## config.mk

```make
export PLATFORM = sky130hd
export DESIGN_NAME = mlc_combiner
export DESIGN_NICKNAME = d
export VERILOG_FILES = /design/src/rtl/mlc_pkg.sv /design/src/rtl/mlc_delay.sv /design/src/rtl/mlc_align_and.sv /design/src/rtl/mlc_out_reg.sv /design/src/rtl/mlc_combiner.sv
export SDC_FILE = /design/constraint.sdc
export NUM_CORES = 1
export LEC_CHECK = 0
export CELL_PAD_IN_SITES_DETAIL_PLACEMENT = 0
export CELL_PAD_IN_SITES_GLOBAL_PLACEMENT = 2
export CORE_MARGIN = 2
export CORE_UTILIZATION = 20
export CTS_BUF_LIST = sky130_fd_sc_hd__clkbuf_8
export DETAILED_ROUTE_END_ITERATION = 8
export PLACE_DENSITY = 0.76
export SLEW_MARGIN = 20
export SYNTH_ARGS = -nofsm -noshare
export SYNTH_HDL_FRONTEND = slang
export SYNTH_SLANG_ARGS = --single-unit
```

## constraint.sdc

```tcl
create_clock -name clk_i -period 1.8 [get_ports clk_i]
set_clock_uncertainty 0.2 [all_clocks]
set_input_delay 0.36 -clock clk_i [delete_from_list [all_inputs] [get_ports clk_i]]
set_output_delay 0.36 -clock clk_i [all_outputs]
set_load 0.02 [all_outputs]
```

## src/rtl/mlc_pkg.sv

```systemverilog
package mlc_pkg;
  // flat position of lane x, substring y
  function automatic int hit_pos(input int x, input int y, input int w);
    return x * w + y;
  endfunction

  // packed position of a lower-triangle pair (x > y)
  function automatic int tri_pos(input int x, input int y);
    return (x * (x - 1)) / 2 + y;
  endfunction

  function automatic int tri_size(input int w);
    return (w * (w - 1)) / 2;
  endfunction
endpackage

```

## src/rtl/mlc_delay.sv

```systemverilog
module mlc_delay #(
  parameter int N = 6
) (
  input  logic         clk_i,
  input  logic         rst_ni,
  input  logic [N-1:0] d_i,
  output logic [N-1:0] q_o
);
  always_ff @(posedge clk_i or negedge rst_ni) begin
    if (!rst_ni) q_o <= '0;
    else         q_o <= d_i;
  end
endmodule

```

## src/rtl/mlc_align_and.sv

```systemverilog
module mlc_align_and #(
  parameter int W = 4
) (
  input  logic [W-1:0] terms_i,
  output logic         all_o
);
  assign all_o = &terms_i;
endmodule

```

## src/rtl/mlc_out_reg.sv

```systemverilog
module mlc_out_reg #(
  parameter int W = 4
) (
  input  logic         clk_i,
  input  logic         rst_ni,
  input  logic [W-1:0] align_d_i,
  output logic [W-1:0] align_o,
  output logic         match_o
);
  always_ff @(posedge clk_i or negedge rst_ni) begin
    if (!rst_ni) begin
      align_o <= '0;
      match_o <= 1'b0;
    end else begin
      align_o <= align_d_i;
      match_o <= |align_d_i;
    end
  end
endmodule

```

## src/rtl/mlc_combiner.sv

```systemverilog
module mlc_combiner #(
  parameter int W = 4
) (
  input  logic           clk_i,
  input  logic           rst_ni,
  input  logic [W*W-1:0] hit_i,
  output logic [W-1:0]   align_o,
  output logic           match_o
);
  import mlc_pkg::*;

  localparam int NTri = tri_size(W);
  localparam int NTriV = (NTri > 0) ? NTri : 1;

  logic [NTriV-1:0] tri_d;
  logic [NTriV-1:0] tri_q;
  logic [W-1:0]     term [W];
  logic [W-1:0]     align_d;

  // only lane > substring hits are ever used from the previous word
  if (NTri == 0) begin : g_no_tri
    assign tri_d = '0;
  end else begin : g_tri
    for (genvar x = 1; x < W; x++) begin : g_x
      for (genvar y = 0; y < x; y++) begin : g_y
        assign tri_d[tri_pos(x, y)] = hit_i[hit_pos(x, y, W)];
      end
    end
  end

  mlc_delay #(.N(NTriV)) i_delay (
    .clk_i (clk_i),
    .rst_ni(rst_ni),
    .d_i   (tri_d),
    .q_o   (tri_q)
  );

  for (genvar c = 0; c < W; c++) begin : g_align
    for (genvar i = 0; i < W; i++) begin : g_term
      if (i >= c) begin : g_cur
        assign term[c][i] = hit_i[hit_pos(i - c, i, W)];
      end else begin : g_prev
        assign term[c][i] = tri_q[tri_pos(i + W - c, i)];
      end
    end

    mlc_align_and #(.W(W)) i_and (
      .terms_i(term[c]),
      .all_o  (align_d[c])
    );
  end

  mlc_out_reg #(.W(W)) i_out (
    .clk_i    (clk_i),
    .rst_ni   (rst_ni),
    .align_d_i(align_d),
    .align_o  (align_o),
    .match_o  (match_o)
  );
endmodule

```

# == Word-level counts from Yosys, hierarchy flattened ==
# Index checks and enable logic that the tools add are counted.
# totals
regBits,11
input_bits,18
out_inout_bits,5
word_cells,8
# classes
n_reduce_logical,5
# ops
cell,n
4-bit AND reduction,4
4-bit OR reduction,1

# == Logic depth before layout (Yosys ltp) ==
# Gate-level depths: netlist of the first run.
# depth
depth_word,2
ltp_mapped,2

# == Cells and area by module ==
# From an unflattened synthesis of the first run, not the netlist that was laid out.
# hier_totals
hier_cells,16
area_unflattened_um2,317.8
# by_module_without_submodules
mod,instances,cells_per_inst,area_each_um2,seq_area_each_um2
mlc_delay,1,6,150.1,150.1
mlc_out_reg,1,6,132.6,125.1
mlc_align_and,4,1,8.8,0.0

# == Least setup slack after synthesis of the first run ==
# OpenSTA, ideal clock, no wires.
# synth_path
path_kind,in2reg
startpoint,input hit_i[0]
endpoint,register i_out.match_o
setup_ns,0.139
arrival_time_ns,1.036
setup_slack_ns,0.426
path_stages,2
path_buffers,0
cell_sequence,and4_1 -> or4_1
# synth_via
elab_chain_cells,2
# synth_rtl
item,line_no,text
from (decl),mlc_combiner.sv:6,"input logic [W*W-1:0] hit_i,"
4-bit AND reduction,mlc_align_and.sv:7,assign all_o = &terms_i;
4-bit OR reduction,mlc_out_reg.sv:16,match_o <= |align_d_i;
to (signal assigned),mlc_out_reg.sv:16,
to (decl),mlc_out_reg.sv:8,output logic match_o
# Every way passes these cells.

# == Worst setup path in the final report of the first run ==
# layout_path
startpoint,register i_out.match_o
endpoint,output match_o
# layout_rtl
item,line_no,text
to (decl),mlc_combiner.sv:8,output logic match_o
# No word-level cell between the ends.

==> reports/qor.txt, run 1 <==
VDD IR max - 0.000377 V
Max transition margin - 68.7%
Final Setup Violations - 0
Top delay family on crit path - buffers and inverters
vias in the first global route - 299
wire length per cell - 12.4 um
Worst-Margin Slew - 468 ps
warnings from Yosys - 0
gr usage total - 9.32%
hold buffer count at cts - 0
DR iter-0 viols - 0
Post-Route WL - 720 um
Antenna Violating Nets Remaining - 0
Final Instance Area - 603 um^2
WP data required - 1240 ps
Post-Syn Area - 318 um^2
clock-pin slew of the registers on the worst-case setup and hold paths - 50 ps
cts repair resizes - 0
Cell Area, Placed - 558 um^2
pin count of the biggest net entering global routing - 12
FMAX - 583 MHz
share of the clock period used by the worst path - 95.3%
Crit Path Class - flip-flop to output pin
clock tree root buffer cell - clkbuf_8
Filler cells - 136
Post-CTS Setup Inserts - 0
PortBufs - 22
area growth from synthesis to layout - 89.8%
Cells after Synth - 16
die area - 1920 um^2
max-slew violations - 0
Num CTS Buffers - 3
LEAKAGE - 0.268 nW
RSZ-0062 raised after global routing - no
P per Cell Area - 912 nW/um^2
Chip Height - 43.9 um
Period minus WS final - 1720 ps
pre-CTS setup slack - -56.7 ps
io pins - 23
run status - finished, final reports clean
Hold Crit Class - primary input to asynchronous set/reset pin
Final nets - 61
Ant. Diodes - 0
cell chain of the critical path - clkdlybuf4s50_1
# DRC - 0
Die X - 43.9 um
Clock Path Buffers - 2
Syn Area/Cell - 19.9 um^2
clock latency on the worst-skew pair - 230 ps
Net Count, Synth - 34
slowest stage delay, CP - 590 ps
multi-input combinational cell area - 42.5 um^2
endpoints failing hold - 0
post-route insts no fill - 58
vias - 242
Starting Density - 21.1%
GPL Wtd Cong - 0.775
Worst setup EP type - output pin
number of clock sinks - 11
Seq cells post-synth - 11
Slowest-stage cell, CP - clkdlybuf4s50_1
share of cells above drive strength 1 - 7.14%
per-cell via count in the routed design - 4.17
CP bufs+invs - 1
crit path DAT - 1160 ps
CTS tree - built
final core utilization - 40.0%
H-tree levels - 1
Yosys cell types - 3
flop2flop setup slack - 400 ps
sequential fraction of the synthesis area - 86.6%
initial antenna violation count - 0
worst setup margin - 84.4 ps
CP Max Fanout - 1
Tot Pwr - 550 uW
# rows - 14
global route total overflow - 0
DRT Pass-1 Iters - 1
Startpoint Class - flip-flop
register area - 275 um^2
Core ar. - 1510 um^2
Max-cap violations - 0
Post-Place Cells - 54
global-route wire length before repair - 1.17 mm
==> synth_stat cells <==
cell      n  area [um^2]
and4_1    4         35.0
dfrtp_1  11          275
or4_1     1         7.51
==> report_power, final <==
group | switching, mW | internal (mW)
Sequential | 0.00271 | 0.259
Combinational | 0.0166 | 0.0408
Clock | 0.0822 | 0.149
==> worst paths after layout <==
check | cells past startpoint | from | to
max | 1 | i_out.match_o | match_o
min | 1 | rst_ni | i_out.align_o[3]
max reg2reg | 2 | i_delay.q_o[3] | i_out.match_o
min reg2reg | 1 | i_delay.q_o[4] | i_out.align_o[2]
max in group asynchronous | 1 | rst_ni | i_delay.q_o[1]
min in group clk_i | 1 | i_delay.q_o[4] | i_out.align_o[2]
==> metal layers <==
| layer | global-route usage, % | part of all wire (%) | vias to the layer above |
|---|---|---|---|
| met3 | 5.00 | 16 | 2 |
| li1 | - | - | 109 |
| met1 | 6.07 | 30 | 111 |
| met4 | 9.09 | 0.69 | 0 |
| met2 | 17.1 | 53 | 20 |
| met5 | 0 | 0 | - |
==> per-stage QoR <==
| stage | hold slack (ps) | TNS, ps |
|---|---|---|
| floorplan | -136 | 0 |
| global placement | 316 | 0 |
| detailed placement | 314 | -56.7 |
| CTS | 273 | 0 |
| global route | 304 | 0 |
| finish | 253 | 0 |
==> registers in the layout, indices dropped and copies added, names as in the netlist <==
signal	flops
i_delay.q_o	6
i_out.align_o	4
i_out.match_o	1
==> layout by cell type, fill, tap and decap left out <==
cell type / synthesis / final
or4_1: 1 / 1
inv_1: 0 / 1
clkdlybuf4s50_1: 0 / 22
dfrtp_1: 11 / 11
and4_1: 4 / 4
clkbuf_8: 0 / 3
==> layout make-up <==
class / instances / area share, %
timing repair buffer: 22 / 36.5
sequential: 11 / 45.6
tap: 16 / 3.32
clock inverter: 1 / 0.622
clock buffer: 3 / 6.85
multi-input combinational: 5 / 7.05
==> cells by family (layout without fill, tap and decap cells) <==
| group | count (synthesis) | after routing | share of synthesized area, % |
|---|---|---|---|
| buffers and inverters | 0 | 26 | 0 |
| DFF | 11 | 11 | 86.6 |
| and+or+nand+nor | 5 | 5 | 13.4 |
No activity file was read; power rests on OpenSTA's default activity.
==> run 2: changes to the inputs <==
--- a/config.mk
+++ b/config.mk
@@ -6,12 +6,12 @@
 export NUM_CORES = 1
 export LEC_CHECK = 0
 export CELL_PAD_IN_SITES_DETAIL_PLACEMENT = 0
-export CELL_PAD_IN_SITES_GLOBAL_PLACEMENT = 2
-export CORE_MARGIN = 2
-export CORE_UTILIZATION = 20
+export CELL_PAD_IN_SITES_GLOBAL_PLACEMENT = 1
+export CORE_AREA = 2 2 39 41
 export CTS_BUF_LIST = sky130_fd_sc_hd__clkbuf_8
 export DETAILED_ROUTE_END_ITERATION = 8
-export PLACE_DENSITY = 0.76
+export DIE_AREA = 0 0 41 43
+export PLACE_DENSITY = 0.74
 export SLEW_MARGIN = 20
 export SYNTH_ARGS = -nofsm -noshare
 export SYNTH_HDL_FRONTEND = slang
==> run 2 against run 1 <==
Net effect:
- setup slack improved by 8.0 ps
- global-route usage down 0.35 points
- sequential share of layout area unchanged
- wire length fell by 8.8%
- via count fell by 2.9%
- worst hold slack improved by 1.5 ps
- non-clock buffer count is the same
- final area did not move
- utilization grew 3.5 points
- maximum frequency rose by 0.47%
- die area decreased by 8.4%
- largest power group unchanged
- highest routed layer is now met3
==> reports/qor.txt, run 2 (synthesized netlist as in run 1, its figures left out) <==
number of clock sinks - 11 (unchanged)
CP bufs+invs - 1 (unchanged)
Max transition margin - 68.7% (about the same)
met3 routed WL - 124 um (+6.9%)
Hold Crit Class - primary input to asynchronous set/reset pin
Crit Path Class - flip-flop to output pin
Hold Slack - 254 ps (+1.46 ps)
Worst setup EP type - output pin
Final Setup Violations - 0 (unchanged)
met2 WL - 324 um (-15%)
CP Max Fanout - 1 (unchanged)
Sw Ratio - 18.2% (-0.24 points)
Post-Route WL - 657 um (-8.8%)
cell chain of the critical path - clkdlybuf4s50_1
Cell Area, Placed - 558 um^2 (unchanged)
wire length per cell - 11.3 um (-8.8%)
largest register by flop count - i_delay.q_o
Final nets - 61 (unchanged)
most frequent cells in the layout - clkdlybuf4s50_1, dfrtp_1, and4_1
clock tree root buffer cell - clkbuf_8
pin count of the biggest net entering global routing - 12 (unchanged)
clock power share - 41.8% (-0.2 points)
cell depth of the worst setup path - 1 (unchanged)
# rows - 14 (unchanged)
Gate power share - 10.5% (about the same)
WP data required - 1240 ps (about the same)
GPL Wtd Cong - 0.580 (-25%)
clock-pin slew of the registers on the worst-case setup and hold paths - 50 ps (about the same)
cts repair resizes - 0 (unchanged)
hold buffer count at cts - 0 (unchanged)
multi-input combinational cell area - 42.5 um^2 (unchanged)
Antenna Violating Nets Remaining - 0 (unchanged)
Tot Pwr - 548 uW (-0.32%)
slowest stage delay, CP - 590 ps (about the same)
initial antenna violation count - 0 (unchanged)
max FFs per register - 6 (unchanged)
global-route wire length before repair - 979 um (-16%)
RSZ-0062 raised after global routing - no
Ant. Diodes - 0 (unchanged)
PortBufs - 22 (unchanged)
Max-cap violations - 0 (unchanged)
DR iter-0 viols - 2 (+2)
worst r2r path cells - 2 (unchanged)
Top delay family on crit path - buffers and inverters
DP HPWL - 527 um
die area - 1760 um^2 (-8.4%)
Chip Height - 43 um (-2.0%)
register area - 275 um^2 (unchanged)
share of the clock period used by the worst path - 94.9% (-0.44 points)
Final Instance Area - 603 um^2 (unchanged)
Core ar. - 1380 um^2 (-8.1%)
Int Pwr - 448 uW (about the same)
gr usage total - 8.97% (-0.35 points)
Post-CTS Setup Inserts - 0 (unchanged)
run status - finished, final reports clean
max-slew violations - 0 (unchanged)
Num CTS Buffers - 3 (unchanged)
CTS tree - built
FMAX - 586 MHz (+0.47%)
worst setup margin - 92.4 ps (+7.97 ps)
share of cells above drive strength 1 - 7.14% (unchanged)
Starting Density - 23.0% (+1.9 points)
endpoints failing hold - 0 (unchanged)
vias in the first global route - 260 (-13%)
P per Cell Area - 909 nW/um^2 (-0.32%)
vias - 235 (-2.9%)
clock latency on the worst-skew pair - 230 ps (about the same)
global route total overflow - 0 (unchanged)
Top Registers - i_delay.q_o (6), i_out.align_o (4), i_out.match_o (1)
Period minus WS final - 1710 ps (-7.97 ps)
crit path DAT - 1150 ps (about the same)
sequential share of power - 47.7% (about the same)
Worst-Margin Slew - 468 ps (-0.0855 ps)
Startpoint Class - flip-flop
area growth from synthesis to layout - 89.8% (unchanged)
Clock Path Buffers - 2 (unchanged)
sw power - 100 uW (-1.6%)
io pins - 23 (unchanged)
commonest non-fill, non-tap cell in the layout - clkdlybuf4s50_1
Filler cells - 129 (-5.1%)
pre-CTS setup slack - -42.3 ps (+14.4 ps)
VDD IR max - 0.000414 V (+9.6%)
Die X - 41 um (-6.5%)
H-tree levels - 1 (unchanged)
Slowest-stage cell, CP - clkdlybuf4s50_1
per-cell via count in the routed design - 4.05 (-2.9%)
Metal-1 WL - 208 um (-3.7%)
DRT Pass-1 Iters - 2 (+1)
top sig layer - met3
# DRC - 0 (unchanged)
LEAKAGE - 0.268 nW (unchanged)
==> run 2: cell counts in the layout (fill, tap and decap cells not counted) <==
Identical to the previous run, type by type.
==> run 2: cell type report <==
type | instances | area share, %
clock buffer | 3 | 6.85
multi-input combinational | 5 | 7.05
tap | 16 | 3.32
timing repair buffer | 22 | 36.5
sequential | 11 | 45.6
clock inverter | 1 | 0.622
==> run 2: layer usage <==
metal / up-vias / GRT usage (%)
met1: 105 / 6.76
met4: 0 / 8.00
met3: 0 / 5.76
met5: - / 0
li1: 109 / -
met2: 21 / 14.1
==> run 2: power groups by stage <==
stage                     Combinational (mW)  Sequential (mW)  Clock, mW
after floorplan                      0.00314            0.270          0
final                                 0.0575            0.261      0.229
after global placement                0.0576            0.265          0
after detailed placement              0.0588            0.265          0
after global routing                  0.0636            0.262      0.252
after CTS                             0.0590            0.261      0.244
==> run 2: final timing paths <==
check,from,endpoint,slack [ps]
setup / recovery,i_out.match_o,match_o,90
hold / removal,rst_ni,i_out.align_o[0],250
setup reg to reg,i_delay.q_o[3],i_out.match_o,420
hold reg to reg,i_delay.q_o[0],i_out.align_o[3],320
max in group asynchronous,rst_ni,i_delay.q_o[5],830
min in group clk_i,i_delay.q_o[0],i_out.align_o[3],320
==> run 2: through the flow <==
stage,TNS (ps),cells,utilization (%)
6_report,0,58,43.6
5_1_grt,0,58,43.6
4_1_cts,0,58,43.6
3_5_place_dp,-42.3,54,40.3
3_3_place_gp,0,54,40.3
2_1_floorplan,0,16,-
==> run 3: changes to the inputs <==
--- a/config.mk
+++ b/config.mk
@@ -5,6 +5,7 @@
 export SDC_FILE = /design/constraint.sdc
 export NUM_CORES = 1
 export LEC_CHECK = 0
+export CAP_MARGIN = 20
 export CELL_PAD_IN_SITES_DETAIL_PLACEMENT = 0
 export CELL_PAD_IN_SITES_GLOBAL_PLACEMENT = 1
 export CORE_AREA = 2 2 39 41
==> results of run 3 <==
No change in the layout: final DEF, timing and power equal those of run 2.
